File: src/rtl/exc_entry_ctrl.sv
module exc_entry_ctrl #(
  parameter int XLEN = 32,
  parameter logic [XLEN-1:0] VEC_BASE = '0
) (
  input  logic            clk,
  input  logic            rst_n,
  input  logic            evt_reset,
  input  logic            evt_dabort,
  input  logic            evt_fast,
  input  logic            evt_norm,
  input  logic            evt_pabort,
  input  logic            evt_trap,
  input  logic            trap_is_undef,
  input  logic [XLEN-1:0] cur_pc,
  input  logic [XLEN-1:0] cur_psr,
  output logic            entry_done,
  output logic [XLEN-1:0] new_pc,
  output logic [XLEN-1:0] new_psr,
  output logic            lr_we,
  output logic [4:0]      lr_mode,
  output logic [XLEN-1:0] lr_data,
  output logic            spsr_we,
  output logic [4:0]      spsr_mode,
  output logic [XLEN-1:0] spsr_data
);

  localparam int TBIT = 5;
  localparam int FBIT = 6;
  localparam int IBIT = 7;

  localparam logic [4:0] M_FIQ = 5'b10001;
  localparam logic [4:0] M_IRQ = 5'b10010;
  localparam logic [4:0] M_SVC = 5'b10011;
  localparam logic [4:0] M_ABT = 5'b10111;
  localparam logic [4:0] M_UND = 5'b11011;

  wire fast_ok = evt_fast & ~cur_psr[FBIT];
  wire norm_ok = evt_norm & ~cur_psr[IBIT];

  logic            take;
  logic            is_rst;
  logic            set_f;
  logic [4:0]      mode;
  logic [4:0]      voff;
  logic [3:0]      loff;

  always_comb begin
    take   = 1'b1;
    is_rst = 1'b0;
    set_f  = 1'b0;
    mode   = M_SVC;
    voff   = 5'h00;
    loff   = 4'd4;
    if (evt_reset) begin
      is_rst = 1'b1;
      set_f  = 1'b1;
      loff   = 4'd0;
    end else if (evt_dabort) begin
      mode = M_ABT;
      voff = 5'h10;
      loff = 4'd8;
    end else if (fast_ok) begin
      mode  = M_FIQ;
      voff  = 5'h1C;
      set_f = 1'b1;
    end else if (norm_ok) begin
      mode = M_IRQ;
      voff = 5'h18;
    end else if (evt_pabort) begin
      mode = M_ABT;
      voff = 5'h0C;
    end else if (evt_trap) begin
      mode = trap_is_undef ? M_UND : M_SVC;
      voff = trap_is_undef ? 5'h04 : 5'h08;
      loff = cur_psr[TBIT] ? 4'd2 : 4'd4;
    end else begin
      take = 1'b0;
    end
  end

  wire [XLEN-1:0] psr_next = {cur_psr[XLEN-1:8], 1'b1, set_f | cur_psr[FBIT], 1'b0, mode};

  always_ff @(posedge clk or negedge rst_n) begin
    if (!rst_n) begin
      entry_done <= 1'b0;
      new_pc     <= '0;
      new_psr    <= '0;
      lr_we      <= 1'b0;
      lr_mode    <= '0;
      lr_data    <= '0;
      spsr_we    <= 1'b0;
      spsr_mode  <= '0;
      spsr_data  <= '0;
    end else begin
      entry_done <= take;
      lr_we      <= take & ~is_rst;
      spsr_we    <= take & ~is_rst;
      if (take) begin
        new_pc    <= VEC_BASE + XLEN'(voff);
        new_psr   <= psr_next;
        lr_mode   <= mode;
        spsr_mode <= mode;
        lr_data   <= cur_pc + XLEN'(loff);
        spsr_data <= cur_psr;
      end
    end
  end

  assert_bank_pair_R6: assert property (@(posedge clk) disable iff (!rst_n)
    lr_we |-> (spsr_we && lr_mode == spsr_mode));

  assert_saved_copy_R6: assert property (@(posedge clk) disable iff (!rst_n)
    spsr_we |-> spsr_data == $past(cur_psr));

  assert_irq_off_R7: assert property (@(posedge clk) disable iff (!rst_n)
    entry_done |-> new_psr[IBIT]);

  assert_wide_state_R8: assert property (@(posedge clk) disable iff (!rst_n)
    entry_done |-> !new_psr[TBIT]);

  assert_reset_first_R1: assert property (@(posedge clk) disable iff (!rst_n)
    evt_reset |=> (entry_done && new_pc == VEC_BASE && !lr_we && !spsr_we));

  assert_quiet_R10: assert property (@(posedge clk) disable iff (!rst_n)
    !(evt_reset || evt_dabort || evt_fast || evt_norm || evt_pabort || evt_trap) |=> !entry_done);

  assert_fast_masked_R9: assert property (@(posedge clk) disable iff (!rst_n)
    (evt_fast && cur_psr[FBIT] && !evt_reset && !evt_dabort && !evt_norm && !evt_pabort && !evt_trap)
      |=> !entry_done);

endmodule

File: config.mk
export PLATFORM = sky130hd
export DESIGN_NAME = exc_entry_ctrl
export DESIGN_NICKNAME = d
export VERILOG_FILES = /design/src/rtl/exc_entry_ctrl.sv
export SDC_FILE = /design/constraint.sdc
export NUM_CORES = 1
export LEC_CHECK = 0
export BUFFER_PORTS_ARGS = -buffer_cell sky130_fd_sc_hd__buf_2
export CAP_MARGIN = 20
export CELL_PAD_IN_SITES_DETAIL_PLACEMENT = 1
export CELL_PAD_IN_SITES_GLOBAL_PLACEMENT = 2
export CORE_MARGIN = 1
export CORE_UTILIZATION = 25
export DETAILED_ROUTE_END_ITERATION = 8
export GPL_TIMING_DRIVEN = 0
export PLACE_DENSITY_LB_ADDON = 0.1
export SYNTH_ARGS = -nofsm -noshare
export SYNTH_HDL_FRONTEND = slang
export SYNTH_SLANG_ARGS = --single-unit
File: constraint.sdc
create_clock -name clk -period 1.3 [get_ports clk]
set_clock_uncertainty 0.2 [all_clocks]
set_input_delay 0.26 -clock clk [delete_from_list [all_inputs] [get_ports clk]]
set_output_delay 0.26 -clock clk [all_outputs]
set_load 0.01 [all_outputs]
**After elaboration in Yosys (flattened, before gate mapping)**

Index checks and enable logic that the tools add are counted.

- Register bits: 107

- $add $sub $neg: 1
- Bitwise gates (word level): 7
- Mux-type cells: 31

Operator list:

| cell | count |
|---|---|
| two-way mux 4 bit | 12 |
| adder 32 x 4 -> 32 bit | 1 |
| two-way mux 5 bit | 4 |
| two-way mux 3 bit | 5 |
| two-way mux 1 bit | 10 |
| AND 1 bit | 3 |
| inverter 1 bit | 3 |
| bitwise OR 1 bit | 1 |

**Depth between registers and ports, before layout**

Gate-level depths: netlist (run 1).

- Depth in word-level cells: 8
- Gate-level depth with buffers: 12
- Mapped depth without buffers: 12

**Worst setup path after synthesis (run 1)**

OpenSTA, ideal clock, no wires.

- Kind: input-to-reg
- Start point: input evt_norm
- End point: register lr_data[31]
- Buffers on the path: 0
- Slack: -1.531 ns
- Data arrival time: 2.562 ns
- Required time: 1.031 ns
- Stages on the path: 12
- Cells stage by stage: nor2b_1 nor3_1 nand2_1 nor2_1 ha_1 inv_1 fa_1 nand2b_2 a21oi_4 nand3_2 or4_1 nand3_1

- Longest elaborated chain between the ends: 6

RTL lines:

| what | RTL line | source |
|---|---|---|
| from (decl) | 10 | `input logic evt_norm,` |
| AND 1 bit (*) | 38 | `wire norm_ok = evt_norm & ~cur_psr[IBIT];` |
| two-way mux 3 bit | 66 | `end else if (norm_ok) begin` |
| two-way mux 3 bit | 62 | `end else if (fast_ok) begin` |
| two-way mux 4 bit | 58 | `end else if (evt_dabort) begin` |
| two-way mux 4 bit | 54 | `if (evt_reset) begin` |
| adder 32 x 4 -> 32 bit | 103 | `lr_data <= cur_pc + XLEN'(loff);` |
| to (signal assigned) | 103 |  |
| to (decl) | 21 | `output logic [XLEN-1:0] lr_data,` |

Every way passes the cells marked *; elsewhere a longest branch is shown, timed or not.
A chain may end at the register's enable or synchronous reset.

**Worst setup path in the final report (run 1)**

Ends and elaborated chain as after synthesis.

==> out/metrics.cfg, run 1 <==
[status]
status = finished with violations
violations = setup timing

[timing]
setup_viol = 176
fmaxAchievable_mhz = 429
fin_hold_ws_ns = 0.0288
fin_crit_sh_pct = 179
period_minus_slack_ns = 2.33
rsz0062_at_grt = true
hold_viol = 0
slew_violations = 0
tns_ns = -43.42
postLayoutSetupSlackWorst_ns = -1.03

[pwr]
total_power_mw = 6.58
intPower_mw = 4.73
p_switching_mw = 1.85
power.leakage_nw = 3.66
power.clock.fraction_pct = 36.1
combPwrFrac_pct = 24.3
power_frac_seq_pct = 39.6
p_per_area_mw_per_mm2 = 872
peakVddDrop_mv = 0.599
p_sw_share_pct = 28.1

[finish]
diodes = 0
fillers = 1822
drive_gt1_share_pct = 54.1
final_cell_area_mm2 = 0.00754
fin_nets = 852
layout_commonest_cell = buf_6
area_growth_pct = 86.2
final_cells = 996
final_cell_mix = 115 x buf_6, 114 x buf_2, 88 x nand2_1, 79 x buf_4, 72 x dfrtp_1

[floorplan]
start_util_pct = 25.6
core_area_mm2 = 0.0158
design.die.area_mm2 = 0.0167
rows = 46
die_w_um = 129
ioPinCount = 214
die_h_um = 129

[global_routing]
grt_pass1_vias = 4333
antenna_found_initial = 0
grt_use_met3_pct = 4.29
grt_max_degree = 42
use_met2_pct = 31.0
grt_first_pass_wirelength_um = 22000
grt_usage_pct = 17.2
grt-ovfl-total = 0
met1_usage_pct = 19.9
grt-busiest-layer = met2

[yosys]
synth_ff_type = dfrtp_1
synth_cells = 456
synth-seq-cells = 75
avgSynthCellArea_um2 = 8.88
async_flop_share_pct = 100
ys_types = 46
netlist_area_mm2 = 0.00405
yosysWarnings = 0
synth-edff-count = 0
seq_area_frac_synth_pct = 46.3

[hold_path]
hp-class = in2reg

[clock_network]
clk_pin_slew_ns = 0.06
clk_path_buf_depth = 2
cts.sinks = 75
cts_tree = built
clkLatencyLatePin_ns = 0.33
cts_made_buffers = 9
cts_root_buffer = clkbuf_16
htreeDepth = 3

[placement]
dp_hpwl_um = 9950
io_buffers = 182
place_inst = 884
placed_area_mm2 = 0.00546
gp_congestion = 0.754

[detailed_routing]
dr_total_vias = 4167
routed_wirelength_um = 14900
drc = 0
drt-wirelength-per-cell_um = 15.0
dr.pass1.iters = 4
ant_nets = 0
drt_iter0_markers = 75
via_per_inst = 4.18

[setup_path]
critPathArrivalTime_ns = 2.40
timing_worst_setup_path_type = in2reg
start_kind = input pin
endpoint_kind = register
crit_required_ns = 1.37
critPathMaxFanout = 3

[job]
max_cap_violations = 0

[synthesized netlist by cell type (3+ instances only)]
master,count,area [um2]
clkbuf_1,4,15.0
nand3_1,11,55.1
a21oi_1,18,90.1
inv_1,7,26.3
nand2_1,136,510
xor2_1,22,193
buf_2,11,55.1
nor2_1,19,71.3
dfrtp_1,75,1880
nor2b_1,3,18.8
nand2b_1,3,18.8
buf_4,67,503
o21ai_0,23,115
nand4_1,11,68.8
xnor2_1,6,52.6
ha_1,3,37.5
[timing repair]
item                                    4_1_cts  5_1_grt
setup buffers                                27       27
hold buffers                                 38        1
hold endpoints to repair                     73        1
gates resized for setup                     122      103
gates cloned                                  1        6
pin swaps                                     9       22
endpoints found under the setup margin      179      221
[registers in the layout, indices dropped and copies added (netlist names)]
name and cells:
new_pc 3, spsr_data 32, spsr_we 1, new_psr 2, lr_data 32, spsr_mode 4, entry_done 1
[power groups by stage]
| stage | Clock (mW) | Sequential, mW | Combinational, mW |
|---|---|---|---|
| 2_1_floorplan | 0 | 2.69 | 0.480 |
| 3_3_place_gp | 0 | 2.62 | 1.06 |
| 3_5_place_dp | 0 | 2.62 | 1.08 |
| 4_1_cts | 2.46 | 2.60 | 1.42 |
| 5_1_grt | 2.56 | 2.62 | 1.73 |
| 6_report | 2.38 | 2.61 | 1.60 |
[through the flow]
step / utilization (%) / setup slack (ns)
after floorplan: - / -1.27
after global placement: 34.3 / -1.74
after detailed placement: 34.5 / -1.77
after CTS: 43.6 / -1.09
after global routing: 47.7 / -1.16
final: 47.7 / -1.03
[cells by family after synthesis]
group / synth area share, %
AND/OR/NAND/NOR: 23.8
buffers and inverters: 15.2
flip-flops: 46.3
AO/OA/AOI/OAI: 7.07
XOR/XNOR: 6.05
adder cells (fa/ha/maj): 1.42
other: 0.0926
[path summary, 6_finish.rpt]
| path | slack [ns] | startpoint | to | cells after the start |
|---|---|---|---|---|
| worst min-delay path | 0.03 | cur_pc[31] | lr_data[31]$_DFFE_PN0P_ | 3 |
| worst min register to register | 0.28 | lr_data[0]$_DFFE_PN0P_ | lr_data[0]$_DFFE_PN0P_ | 2 |
| worst max register to register | 0.13 | spsr_mode[0]$_DFFE_PN0P_ | spsr_mode[0]$_DFFE_PN0P_ | 3 |
| worst max-delay path | -1.03 | evt_norm | lr_data[31]$_DFFE_PN0P_ | 13 |
| max in group asynchronous | 0.14 | rst_n | lr_data[26]$_DFFE_PN0P_ | 3 |
| min in group asynchronous | 0.21 | rst_n | spsr_data[12]$_DFFE_PN0P_ | 2 |
[worst max-delay path, stage by stage]
cell and delay [ns]:
buf_6 0.09, nor2b_4 0.13, nor3_4 0.20, nand2_2 0.08, nor2_2 0.11, ha_2 0.19, inv_2 0.04, fa_2 0.34
nand2b_4 0.17, a21oi_4 0.18, nand3_2 0.10, or4_1 0.41, nand3_1 0.10
[metal layers]
| layer | wire length (um) | vias up | share of wire, % |
|---|---|---|---|
| met5 | 0 | - | 0 |
| met4 | 150 | 0 | 1.0 |
| met3 | 908 | 9 | 6.1 |
| met2 | 7620 | 125 | 51 |
| met1 | 6220 | 2002 | 42 |
| li1 | - | 2031 | - |
[area by class of cell]
| type | instances | area [um2] | area share [%] |
|---|---|---|---|
| plain buffers | 81 | 798 | 10.6 |
| well taps | 216 | 270 | 3.58 |
| inverters | 8 | 42.5 | 0.564 |
| multi-input cells | 319 | 1940 | 25.8 |
| repair buffers | 280 | 2320 | 30.7 |
| repair inverters | 1 | 8.76 | 0.116 |
| clock buffers | 10 | 239 | 3.17 |
| clock inverters | 6 | 41.3 | 0.547 |
| flip-flops and latches | 75 | 1880 | 24.9 |
Power figures use the tool's default switching activity.
==> run 2: changes to the inputs <==
--- a/config.mk
+++ b/config.mk
@@ -7,10 +7,8 @@
 export LEC_CHECK = 0
 export BUFFER_PORTS_ARGS = -buffer_cell sky130_fd_sc_hd__buf_2
 export CAP_MARGIN = 20
-export CELL_PAD_IN_SITES_DETAIL_PLACEMENT = 1
-export CELL_PAD_IN_SITES_GLOBAL_PLACEMENT = 2
 export CORE_MARGIN = 1
-export CORE_UTILIZATION = 25
+export CORE_UTILIZATION = 40
 export DETAILED_ROUTE_END_ITERATION = 8
 export GPL_TIMING_DRIVEN = 0
 export PLACE_DENSITY_LB_ADDON = 0.1
==> out/metrics.cfg, run 2 (synthesis gave the netlist of run 1 again) <==
[detailed_routing]
drc = 0
ant_nets = 0
routed_wirelength_um = 14700
dr_total_vias = 4354
via_per_inst = 4.66
dr.pass1.iters = 4
drt_iter0_markers = 118
drt-wirelength-per-cell_um = 15.7

[global_routing]
grt_pass1_vias = 4073
grt-ovfl-total = 0
grt_usage_pct = 25.4
grt_first_pass_wirelength_um = 20200
grt_max_degree = 60
antenna_found_initial = 0

[status]
status = finished with violations
violations = setup timing

[floorplan]
die_w_um = 103
start_util_pct = 41.4
rows = 36
design.die.area_mm2 = 0.0105
ioPinCount = 214
die_h_um = 103
core_area_mm2 = 0.00977

[clock_network]
cts_tree = built
clk_path_buf_depth = 2
clk_pin_slew_ns = 0.07
htreeDepth = 3
clkLatencyLatePin_ns = 0.36
cts.sinks = 75
cts_root_buffer = clkbuf_8
cts_made_buffers = 9

[hold_path]
worstHoldPathCells = 3
hp-class = in2reg

[finish]
drive_gt1_share_pct = 53.7
largest_registers = lr_data (32), spsr_data (32), spsr_mode (4)
fin_nets = 874
final_cells = 935
layout_commonest_cell = buf_6
diodes = 0
final_cell_mix = 122 x buf_6, 113 x buf_2, 105 x nand2_1, 86 x buf_4, 72 x dfrtp_1
area_growth_pct = 90.6

[job]
max_cap_violations = 0

[setup_path]
critPathArrivalTime_ns = 2.45
r2r_slack_ns = 0.16
endpoint_kind = register
reg2reg_depth = 3
crit_required_ns = 1.40
critPathMaxFanout = 3
timing_worst_setup_path_type = in2reg
start_kind = input pin

[pwr]
power.leakage_nw = 3.87
p_per_area_mw_per_mm2 = 826
total_power_mw = 6.38
peakVddDrop_mv = 0.644

[timing]
hold_viol = 0
setup_viol = 180
period_minus_slack_ns = 2.35
slew_violations = 0
rsz0062_at_grt = true
fin_hold_ws_ns = 0.000104
fmaxAchievable_mhz = 426
postLayoutSetupSlackWorst_ns = -1.05
tns_ns = -51.58
fin_crit_sh_pct = 181

[placement]
gp_congestion = 0.872
io_buffers = 182
dp_hpwl_um = 8040
place_inst = 801

[run 2: cell type report]
type                       count  area, um2
timing repair inverter         1       16.3
tap                          133        166
buffer                        81        817
clock inverter                 4       72.6
timing repair buffer         302       2570
multi-input combinational    319       2000
fill                         579       2060
sequential                    75       1880
clock buffer                  12        155
inverter                       8       45.0
[run 2: worst max-delay path, stage by stage]
cell      delay, ns
buf_8          0.10
nor2b_4        0.13
nor3_4         0.21
nand2_2        0.09
nor2_2         0.11
ha_2           0.20
inv_2          0.05
fa_2           0.35
nand2b_4       0.17
a21oi_4        0.18
nand3_2        0.10
or4_1          0.41
nand3_1        0.10
[run 2: metrics by stage]
step,instance area [um2],util (%),worst slack [ns]
3_3_place_gp,5320,54.4,-1.64
2_1_floorplan,4240,-,-1.27
4_1_cts,7090,72.5,-1.01
3_5_place_dp,5350,54.7,-1.69
6_report,7720,79.0,-1.05
5_1_grt,7720,79.0,-1.14
[run 2: metal layers]
layer	vias to the layer above	global-route usage, %	wire, um
met5	-	0	0
met3	26	6.85	1050
met4	0	11.6	357
li1	2069	-	-
met2	160	43.3	7630
met1	2099	29.9	5670
[run 2: worst paths after layout]
kind	start	to
setup / recovery	evt_fast	lr_data[31]$_DFFE_PN0P_
hold / removal	cur_pc[31]	lr_data[31]$_DFFE_PN0P_
setup reg to reg	spsr_mode[2]$_DFFE_PN0P_	spsr_mode[2]$_DFFE_PN0P_
hold reg to reg	spsr_data[7]$_DFFE_PN0P_	spsr_data[7]$_DFFE_PN0P_
max in group asynchronous	rst_n	lr_data[18]$_DFFE_PN0P_
min in group asynchronous	rst_n	spsr_data[10]$_DFFE_PN0P_
[run 2: power breakdown]
group	leakage (nW)	total, mW	internal, mW	switching, mW
logic	2.89	1.68	0.944	0.735
clock network	0.113	2.09	1.18	0.910
registers	0.867	2.61	2.48	0.123
[run 2: repair_timing]
action | in CTS | in global routing
pin swaps | 12 | 32
setup buffers | 38 | 32
gates cloned | 8 | 3
gates resized for setup | 157 | 98
hold buffers | 42 | 1
hold endpoints to repair | 118 | 1
endpoints found under the setup margin | 178 | 180
==> run 3: changes to the inputs <==
--- a/config.mk
+++ b/config.mk
@@ -12,6 +12,7 @@
 export DETAILED_ROUTE_END_ITERATION = 8
 export GPL_TIMING_DRIVEN = 0
 export PLACE_DENSITY_LB_ADDON = 0.1
+export SKIP_CTS_REPAIR_TIMING = 1
 export SYNTH_ARGS = -nofsm -noshare
 export SYNTH_HDL_FRONTEND = slang
 export SYNTH_SLANG_ARGS = --single-unit
==> out/metrics.cfg, run 3 (synthesis gave the netlist of run 1 again) <==
[global_routing]
antenna_found_initial = 0
grt_use_met3_pct = 5.49
grt-ovfl-total = 0
grt_usage_pct = 20.0
met1_usage_pct = 24.2
grt_max_degree = 60
grt_pass1_vias = 3296
use_met2_pct = 33.0
grt-busiest-layer = met2
grt_first_pass_wirelength_um = 15800

[detailed_routing]
ant_nets = 0
drt_iter0_markers = 113
drt-wirelength-per-cell_um = 14.3
routed_wirelength_um = 12700
via_per_inst = 4.55
dr.pass1.iters = 4
dr_total_vias = 4038
drc = 0

[pwr]
peakVddDrop_mv = 0.634
combPwrFrac_pct = 23.6
power.clock.fraction_pct = 33.7
p_switching_mw = 1.63
power_frac_seq_pct = 42.7
total_power_mw = 6.09
p_sw_share_pct = 26.8
intPower_mw = 4.46
power.leakage_nw = 3.47
p_per_area_mw_per_mm2 = 882

[setup_path]
crit_required_ns = 1.40
slowest_delay_ns = 0.41
path_buf_inv = 2
start_kind = input pin
crit_chain = buf_6 > nor2b_4 > nor3_4 > nand2_2 > nor2_2 > ha_2 > inv_2 > fa_2 > nand2b_4 > a21oi_4 > nand3_2 > or4_1 > nand3_1
critPathMaxFanout = 4
crit_family = simple AND/OR/NAND/NOR gates
critPathArrivalTime_ns = 2.51
critical_path.slowest_cell = or4_1
endpoint_kind = register
timing_worst_setup_path_type = in2reg

[timing]
period_minus_slack_ns = 2.42
fin_crit_sh_pct = 186
setup_viol = 178
rsz0062_at_grt = true
hold_viol = 0
slew_violations = 0
fmaxAchievable_mhz = 414
postLayoutSetupSlackWorst_ns = -1.12

[floorplan]
rows = 36
die_h_um = 103
design.die.area_mm2 = 0.0105
start_util_pct = 41.4
ioPinCount = 214
die_w_um = 103
core_area_mm2 = 0.00977

[finish]
area_growth_pct = 70.5
diodes = 0
layout_commonest_cell = nand2_1
largest_registers = lr_data (32), spsr_data (32), spsr_mode (4)
fin_nets = 826
final_cell_mix = 131 x nand2_1, 123 x buf_2, 104 x buf_6, 72 x dfrtp_1, 55 x buf_4
drive_gt1_share_pct = 46.4

[clock_network]
cts_root_buffer = clkbuf_8
clk_pin_slew_ns = 0.07
htreeDepth = 3
cts.sinks = 75
clk_path_buf_depth = 2
cts_made_buffers = 9
clkLatencyLatePin_ns = 0.36
cts_tree = built

[job]
max_cap_violations = 0

[placement]
dp_hpwl_um = 8040
gp_congestion = 0.872
post-place-ws_ns = -1.69
io_buffers = 182

[hold_path]
hp-class = in2reg

[status]
status = finished with violations
violations = setup timing

-- run 3: tightest hold or removal path, cell delays in order --
cell	delay (ns)
buf_2	0.08
or4_1	0.09
nand3_1	0.08
-- run 3: worst paths after layout --
check	from	to	slack, ns	depth (start not counted)
max reg2reg	spsr_mode[0]$_DFFE_PN0P_	spsr_mode[0]$_DFFE_PN0P_	0.18	3
max in group asynchronous	rst_n	spsr_mode[1]$_DFFE_PN0P_	0.21	3
min reg2reg	lr_data[0]$_DFFE_PN0P_	lr_data[0]$_DFFE_PN0P_	0.28	2
min	cur_pc[31]	lr_data[31]$_DFFE_PN0P_	0.001	3
max	evt_norm	lr_data[31]$_DFFE_PN0P_	-1.12	13
min in group asynchronous	rst_n	lr_data[15]$_DFFE_PN0P_	0.12	2
-- run 3: cell type report --
| class | count | area, um2 |
|---|---|---|
| sequential | 75 | 1880 |
| timing repair buffer | 253 | 2020 |
| fill | 729 | 2870 |
| clock buffer | 12 | 155 |
| buffer | 83 | 803 |
| inverter | 8 | 37.5 |
| tap | 133 | 166 |
| multi-input combinational | 319 | 1770 |
| clock inverter | 4 | 72.6 |
-- run 3: power by group through the flow --
stage | Clock, mW | Sequential (mW) | Combinational [mW]
after global placement | 0 | 2.61 | 1.03
after floorplan | 0 | 2.69 | 0.480
after detailed placement | 0 | 2.62 | 1.06
after global routing | 2.21 | 2.61 | 1.56
after CTS | 2.12 | 2.57 | 1.06
final | 2.06 | 2.60 | 1.44
-- run 3: metal layers --
layer  share of wire [%]  vias up
met5                   0        -
met4                 1.5        0
met2                  51      137
met1                  40     1920
li1                    -     1969
met3                 7.0       12
-- run 3: per-stage QoR --
stage / std cells / hold slack, ns / setup TNS, ns / instance area (um2) / utilization [%]
detailed placement: 801 / -0.0439 / -60.25 / 5350 / 54.7
floorplan: 485 / -0.236 / -36.96 / 4240 / -
finish: 887 / 0.00105 / -44.04 / 6910 / 70.7
CTS: 817 / -0.438 / -46.38 / 5580 / 57.1
global route: 887 / 0.000837 / -54.31 / 6910 / 70.7
global placement: 800 / 0.254 / -114.67 / 5320 / 54.4
